==> config.mk <==
export PLATFORM = sky130hd
export DESIGN_NAME = modas_unit
export DESIGN_NICKNAME = d
export VERILOG_FILES = /design/src/rtl/modas_pkg.sv /design/src/rtl/modas_add_path.sv /design/src/rtl/modas_sub_path.sv /design/src/rtl/modas_select.sv /design/src/rtl/modas_unit.sv
export SDC_FILE = /design/constraint.sdc
export NUM_CORES = 1
export LEC_CHECK = 0
export ABC_CLOCK_PERIOD_IN_PS = 2620
export BUFFER_PORTS_ARGS = -buffer_cell sky130_fd_sc_hd__buf_2
export CAP_MARGIN = 20
export CELL_PAD_IN_SITES_DETAIL_PLACEMENT = 0
export CELL_PAD_IN_SITES_GLOBAL_PLACEMENT = 1
export CORE_MARGIN = 5
export CORE_UTILIZATION = 39
export DETAILED_ROUTE_END_ITERATION = 8
export PLACE_DENSITY_LB_ADDON = 0.1
export REMOVE_ABC_BUFFERS = 1
export SYNTH_ARGS = -nofsm -noshare
export SYNTH_HDL_FRONTEND = slang
export SYNTH_HIERARCHICAL = 1
export SYNTH_SLANG_ARGS = --single-unit
==> constraint.sdc <==
create_clock -name vclk -period 2.62
set_input_delay 0.131 -clock vclk [all_inputs]
set_output_delay 0.131 -clock vclk [all_outputs]
set_load 0.005 [all_outputs]
==> src/rtl/modas_pkg.sv <==
`timescale 1ns/1ps
package modas_pkg;

   // shared parameter set for all modular add/sub instances
   localparam int unsigned MODAS_WIDTH   = 8;
   localparam int unsigned MODAS_MODULUS = 251;

   typedef enum logic {
      OP_ADD = 1'b0,
      OP_SUB = 1'b1
   } modas_op_e;

   // true when the modulus is exactly 2^width, so plain wrap is enough
   function automatic bit modulus_is_full(input int unsigned w, input int unsigned m);
      return (64'(m) == (64'd1 << w));
   endfunction

   // true when the parameter pair is legal
   function automatic bit params_legal(input int unsigned w, input int unsigned m);
      return (w >= 1) && (w <= 30) && (m >= 2) && (64'(m) <= (64'd1 << w));
   endfunction

endpackage

==> src/rtl/modas_add_path.sv <==
`timescale 1ns/1ps
module modas_add_path #(
   parameter int unsigned WIDTH   = 8,
   parameter int unsigned MODULUS = 251
) (
   input  logic [WIDTH-1:0] a_i,
   input  logic [WIDTH-1:0] b_i,
   output logic [WIDTH-1:0] sum_o
);
   localparam int unsigned      EW    = WIDTH + 2;
   localparam logic [EW-1:0]    MOD_E = EW'(MODULUS);
   localparam bit               FULL  = modas_pkg::modulus_is_full(WIDTH, MODULUS);

   logic [EW-1:0] raw_e;
   logic          in_rng;

   assign raw_e  = EW'(a_i) + EW'(b_i);
   assign in_rng = (EW'(a_i) < MOD_E) && (EW'(b_i) < MOD_E);

   generate
      if (FULL) begin : g_wrap
         assign sum_o = raw_e[WIDTH-1:0];
      end else begin : g_fold
         logic [EW-1:0] trial;
         assign trial = raw_e - MOD_E;
         // sign of the trial correction picks the candidate
         assign sum_o = trial[EW-1] ? raw_e[WIDTH-1:0] : trial[WIDTH-1:0];

         always_comb begin
            if (in_rng && !trial[EW-1]) begin
               p_trial_fit_r2: assert (trial[EW-2:WIDTH] == '0)
                  else $error("corrected sum does not fit in WIDTH bits");
            end
         end
      end
   endgenerate

   always_comb begin
      if (in_rng) begin
         p_add_range_r5: assert (EW'(sum_o) < MOD_E)
            else $error("sum not below modulus");
         if (raw_e >= MOD_E) begin
            p_add_wrap_r2: assert (EW'(sum_o) + MOD_E == raw_e)
               else $error("wrapped sum wrong");
         end else begin
            p_add_plain_r1: assert (EW'(sum_o) == raw_e)
               else $error("plain sum wrong");
         end
      end
   end
endmodule

==> src/rtl/modas_sub_path.sv <==
`timescale 1ns/1ps
module modas_sub_path #(
   parameter int unsigned WIDTH   = 8,
   parameter int unsigned MODULUS = 251
) (
   input  logic [WIDTH-1:0] a_i,
   input  logic [WIDTH-1:0] b_i,
   output logic [WIDTH-1:0] diff_o
);
   localparam int unsigned      EW    = WIDTH + 2;
   localparam logic [EW-1:0]    MOD_E = EW'(MODULUS);
   localparam bit               FULL  = modas_pkg::modulus_is_full(WIDTH, MODULUS);

   logic [EW-1:0] diff_e;
   logic          borrow;
   logic          in_rng;

   assign diff_e = EW'(a_i) - EW'(b_i);
   assign borrow = diff_e[EW-1];
   assign in_rng = (EW'(a_i) < MOD_E) && (EW'(b_i) < MOD_E);

   generate
      if (FULL) begin : g_wrap
         assign diff_o = diff_e[WIDTH-1:0];
      end else begin : g_fold
         logic [EW-1:0] fold;
         assign fold   = diff_e + MOD_E;
         // a borrow out of the raw difference selects the folded candidate
         assign diff_o = borrow ? fold[WIDTH-1:0] : diff_e[WIDTH-1:0];

         always_comb begin
            if (in_rng && borrow) begin
               p_fold_fit_r4: assert (fold[EW-1:WIDTH] == '0)
                  else $error("folded difference does not fit in WIDTH bits");
            end
         end
      end
   endgenerate

   always_comb begin
      if (in_rng) begin
         p_sub_range_r5: assert (EW'(diff_o) < MOD_E)
            else $error("difference not below modulus");
         if (EW'(a_i) >= EW'(b_i)) begin
            p_sub_plain_r3: assert (EW'(diff_o) + EW'(b_i) == EW'(a_i))
               else $error("plain difference wrong");
         end else begin
            p_sub_fold_r4: assert (EW'(diff_o) + EW'(b_i) == EW'(a_i) + MOD_E)
               else $error("folded difference wrong");
         end
      end
   end
endmodule

==> src/rtl/modas_select.sv <==
`timescale 1ns/1ps
module modas_select #(
   parameter int unsigned WIDTH = 8
) (
   input  logic [WIDTH-1:0] add_i,
   input  logic [WIDTH-1:0] sub_i,
   input  logic             op_i,
   output logic [WIDTH-1:0] res_o
);
   import modas_pkg::*;

   modas_op_e op;
   assign op = modas_op_e'(op_i);

   always_comb begin
      unique case (op)
         OP_SUB:  res_o = sub_i;
         default: res_o = add_i;
      endcase
   end
endmodule

==> src/rtl/modas_unit.sv <==
`timescale 1ns/1ps
module modas_unit #(
   parameter int unsigned WIDTH   = modas_pkg::MODAS_WIDTH,
   parameter int unsigned MODULUS = modas_pkg::MODAS_MODULUS
) (
   input  logic [WIDTH-1:0] x_i,
   input  logic [WIDTH-1:0] y_i,
   input  logic             op_sub,
   output logic [WIDTH-1:0] res_o
);
   localparam int unsigned   EW    = WIDTH + 2;
   localparam logic [EW-1:0] MOD_E = EW'(MODULUS);

   generate
      if (!modas_pkg::params_legal(WIDTH, MODULUS)) begin : g_bad_params
         $error("modas_unit: need 1 <= WIDTH <= 30 and 2 <= MODULUS <= 2**WIDTH");
      end
   endgenerate

   logic [WIDTH-1:0] sum_w;
   logic [WIDTH-1:0] diff_w;

   modas_add_path #(.WIDTH(WIDTH), .MODULUS(MODULUS)) u_add (
      .a_i   (x_i),
      .b_i   (y_i),
      .sum_o (sum_w)
   );

   modas_sub_path #(.WIDTH(WIDTH), .MODULUS(MODULUS)) u_sub (
      .a_i    (x_i),
      .b_i    (y_i),
      .diff_o (diff_w)
   );

   modas_select #(.WIDTH(WIDTH)) u_sel (
      .add_i (sum_w),
      .sub_i (diff_w),
      .op_i  (op_sub),
      .res_o (res_o)
   );

   always_comb begin
      if ((EW'(x_i) < MOD_E) && (EW'(y_i) < MOD_E)) begin
         p_out_range_r5: assert (EW'(res_o) < MOD_E)
            else $error("result not below modulus");
      end
   end
endmodule

==> impl_summary.txt <==
----------------------------------------------------
[Outcome]
  Result of the run ... finished, violations left
  Violated checks ... setup timing

[Synthesis]
  Synth Area in Adders ... 0.2154
  Largest family of logic cells by synthesized area ... compound AO/OA/AOI/OAI gates
  Post-synthesis xor/xnor area fraction ... 0.1067
  Count of mapped cells out of synthesis ... 157
  Most used standard cell by instance count after synthesis ... sky130_fd_sc_hd__nor2_1
  Cell type with the largest total area after synthesis ... sky130_fd_sc_hd__ha_1
  Top cells by area in the synthesized netlist ... sky130_fd_sc_hd__ha_1, sky130_fd_sc_hd__mux2_4, sky130_fd_sc_hd__nor2_1
  Sequential cell area fraction in the yosys report ... 0
  Total of warnings raised by yosys ... 6
  Complex-gate fraction of the synthesized area ... 0.2724
  Cell area after synthesis ... between 1000 and 1500 um^2
  Avg Inst Size Synth ... roughly 7.8 um^2
  Distinct cell type count of the synthesized netlist ... about 50
  Share of Yosys cell area claimed by the top area cell type ... 0.1829
  Ranking of synthesized cells by instance count ... sky130_fd_sc_hd__nor2_1, sky130_fd_sc_hd__ha_1, sky130_fd_sc_hd__inv_1
  Multiplexer share of the synthesized area ... 0.1230
  Area fraction in and, or, nand and nor cells after synthesis ... 0.2327

[Cells and area]
  Area of combinational cells with multiple inputs ... 1305 um^2
  Sequential cell area in the final layout ... 0 um^2
  Clock buffers ... 0
  Final core utilization ... 0.6213
  Antenna Cells ... 0
  Final cell count without fillers ... 267
  Layout fillers ... 281
  Number of nets at the end of the flow ... about 260
  Signed area change from the synthesized netlist to the final layout ... 54.07%
  Seq Cell Count ... 0
  Proportion of layout cells with a drive suffix above 1 ... 0.4664
  Post-Layout Inst Area ... around 1900 um^2

[Hold path]
  Cell depth of the worst hold path ... 3
  Class of the tightest hold or removal check ... in2out

[Critical path]
  Startpoint Class ... primary input
  Kind of critical path ... in2out
  Worst Path Max Fanout ... 3
  Data required time at the worst endpoint ... around 2500 ps
  Endpoint kind of the worst setup timing path ... primary output
  Arrival time worst endpoint ... between 2000 and 3000 ps

[Global route]
  Sum of overflow across all layers after global routing ... 0
  Initial antenna violation count ... 0
  Vias in the first global route ... between 1000 and 1500
  GRT Resource Usage Total ... 0.1682
  First-pass GRT wire length ... approximately 6000 um
  Pin count of the biggest net entering global routing ... 9

[Placed design]
  Cell total after placement ... about 260
  DPL Wire Length ... around 3000 um
  Last weighted congestion value of the routability-driven placer ... 0.7626
  Count of buffers inserted at the top-level ports ... 25
  Cell area after placement ... ~1700 um^2

[Power]
  Overall power ... 703.1 uW
  Leakage power total ... 0.0009098 uW
  Power per Cell Area ... 370.7 nW/um^2
  VDD IR-drop max ... 0.1573 mV

[Floorplanning]
  Floorplan row count ... 20
  Area enclosed by the die boundary ... about 4400 um^2
  Initial core utilization ... 0.4033
  Die W ... approximately 66 um
  Total I/O pin count ... 25
  Core region area ... 3053 um^2
  Vertical die dimension ... about 66 um

[Flow run]
  Number of max-cap violations ... 0

[STA]
  RSZ-0062 raised after global routing ... true
  Final max-slew violation count ... 0
  Final WS setup ... -297.1 ps
  Pin slew with the least headroom to its limit ... about 440 ps
  F_max ... about 340 MHz
  Min cycle time layout ... between 2000 and 3000 ps
  Post-route fraction of the period consumed by the critical path ... 1.113
  Total setup violations reported at the end of the flow ... 7
  Max-slew headroom at the worst pin ... 0.7056
  Count of final hold-check violations ... 0

[Drt]
  DRC ... 0
  DRT Pass-1 Iters ... 4
  Number of vias after detailed routing ... about 1400
  Via density per instance ... 5.277
  Wire length after detailed routing ... 3580 um
  Drt initial violations ... 39
  Number of nets with antenna violations after routing ... 0
  Mean routed wirelength per cell ... 13.41 um

[Clock network]
  Count of hold-fix buffers inserted at cts ... 0

----------------------------------------------------
-- metal layers --
metal	routed length, um	vias up	share of wire	track usage
li1	-	722	-	-
met1	1658	656	0.46	0.2118
met2	1781	29	0.50	0.3209
met3	114	2	0.032	0.01190
met4	26	0	0.0073	0.01015
met5	0	-	0	0
-- worst max-delay path, cell delays in order --
cell and delay (ps):
sky130_fd_sc_hd__buf_8 100, sky130_fd_sc_hd__ha_4 150, sky130_fd_sc_hd__fa_2 330, sky130_fd_sc_hd__a21o_1 190, sky130_fd_sc_hd__a221oi_2 290, sky130_fd_sc_hd__xnor2_1 130
sky130_fd_sc_hd__or4_4 580, sky130_fd_sc_hd__buf_4 170, sky130_fd_sc_hd__or2_0 190, sky130_fd_sc_hd__o311ai_1 220, sky130_fd_sc_hd__mux2_4 180, sky130_fd_sc_hd__buf_2 100
-- cells by family (layout without fill, tap and decap cells) --
group                    after synthesis  after routing
AO/OA/AOI/OAI                         47             47
XOR/XNOR                              15             15
adder cells (fa/ha/maj)               20             20
buffers and inverters                 14             80
multiplexers                          11             11
AND/OR/NAND/NOR                       50             50
-- cell type report --
type | instances | share of cell area
multi-input cells | 143 | 0.6880
inverters | 12 | 0.02375
well taps | 44 | 0.02902
repair buffers | 68 | 0.2592
-- power breakdown --
part           total (uW)  internal (uW)  switching [uW]
clock network           0              0               0
logic                 703            388             315
registers               0              0               0
-- cells in the final DEF, fill, tap and decap left out, types with 2 or more instances in the layout --
cell / n
sky130_fd_sc_hd__o21ai_0: 7
sky130_fd_sc_hd__o211ai_1: 6
sky130_fd_sc_hd__buf_2: 21
sky130_fd_sc_hd__xor2_2: 2
sky130_fd_sc_hd__ha_1: 15
sky130_fd_sc_hd__a21oi_1: 8
sky130_fd_sc_hd__o21bai_1: 2
sky130_fd_sc_hd__a21o_1: 4
sky130_fd_sc_hd__buf_6: 7
sky130_fd_sc_hd__inv_1: 12
sky130_fd_sc_hd__nand2_1: 5
sky130_fd_sc_hd__mux2i_1: 2
sky130_fd_sc_hd__or4_4: 2
sky130_fd_sc_hd__nor2_1: 18
sky130_fd_sc_hd__nand3_1: 2
sky130_fd_sc_hd__ha_4: 3
sky130_fd_sc_hd__a211oi_1: 4
sky130_fd_sc_hd__xor2_1: 6
sky130_fd_sc_hd__xnor2_1: 7
sky130_fd_sc_hd__o21ai_1: 2
sky130_fd_sc_hd__mux2_4: 9
sky130_fd_sc_hd__nor3_1: 3
sky130_fd_sc_hd__nand2b_1: 2
sky130_fd_sc_hd__buf_4: 39
-- metrics by stage --
step / hold slack (ps) / setup slack, ps / setup TNS [ps]
finish: 767.0 / -297.1 / -1570
global placement: 772.3 / -512.6 / -2680
detailed placement: 782.0 / -553.8 / -2992
floorplan: 395.0 / -276.2 / -492.7
CTS: 780.1 / -283.9 / -1534
global route: 783.6 / -359.8 / -2092
-- what timing repair did --
action / 4_1_cts / 5_1_grt
setup buffers: 5 / 2
pin swaps: 9 / 8
setup endpoints to repair: 8 / 8
gates resized for setup: 21 / 12
cloned: 0 / 0
-- worst paths after layout --
| path | startpoint | to | slack, ps |
|---|---|---|---|
| setup / recovery | y_i[0] | res_o[2] | -300 |
| hold / removal | op_sub | res_o[1] | 770 |
Note: power is estimated with default switching activity, not from simulation.
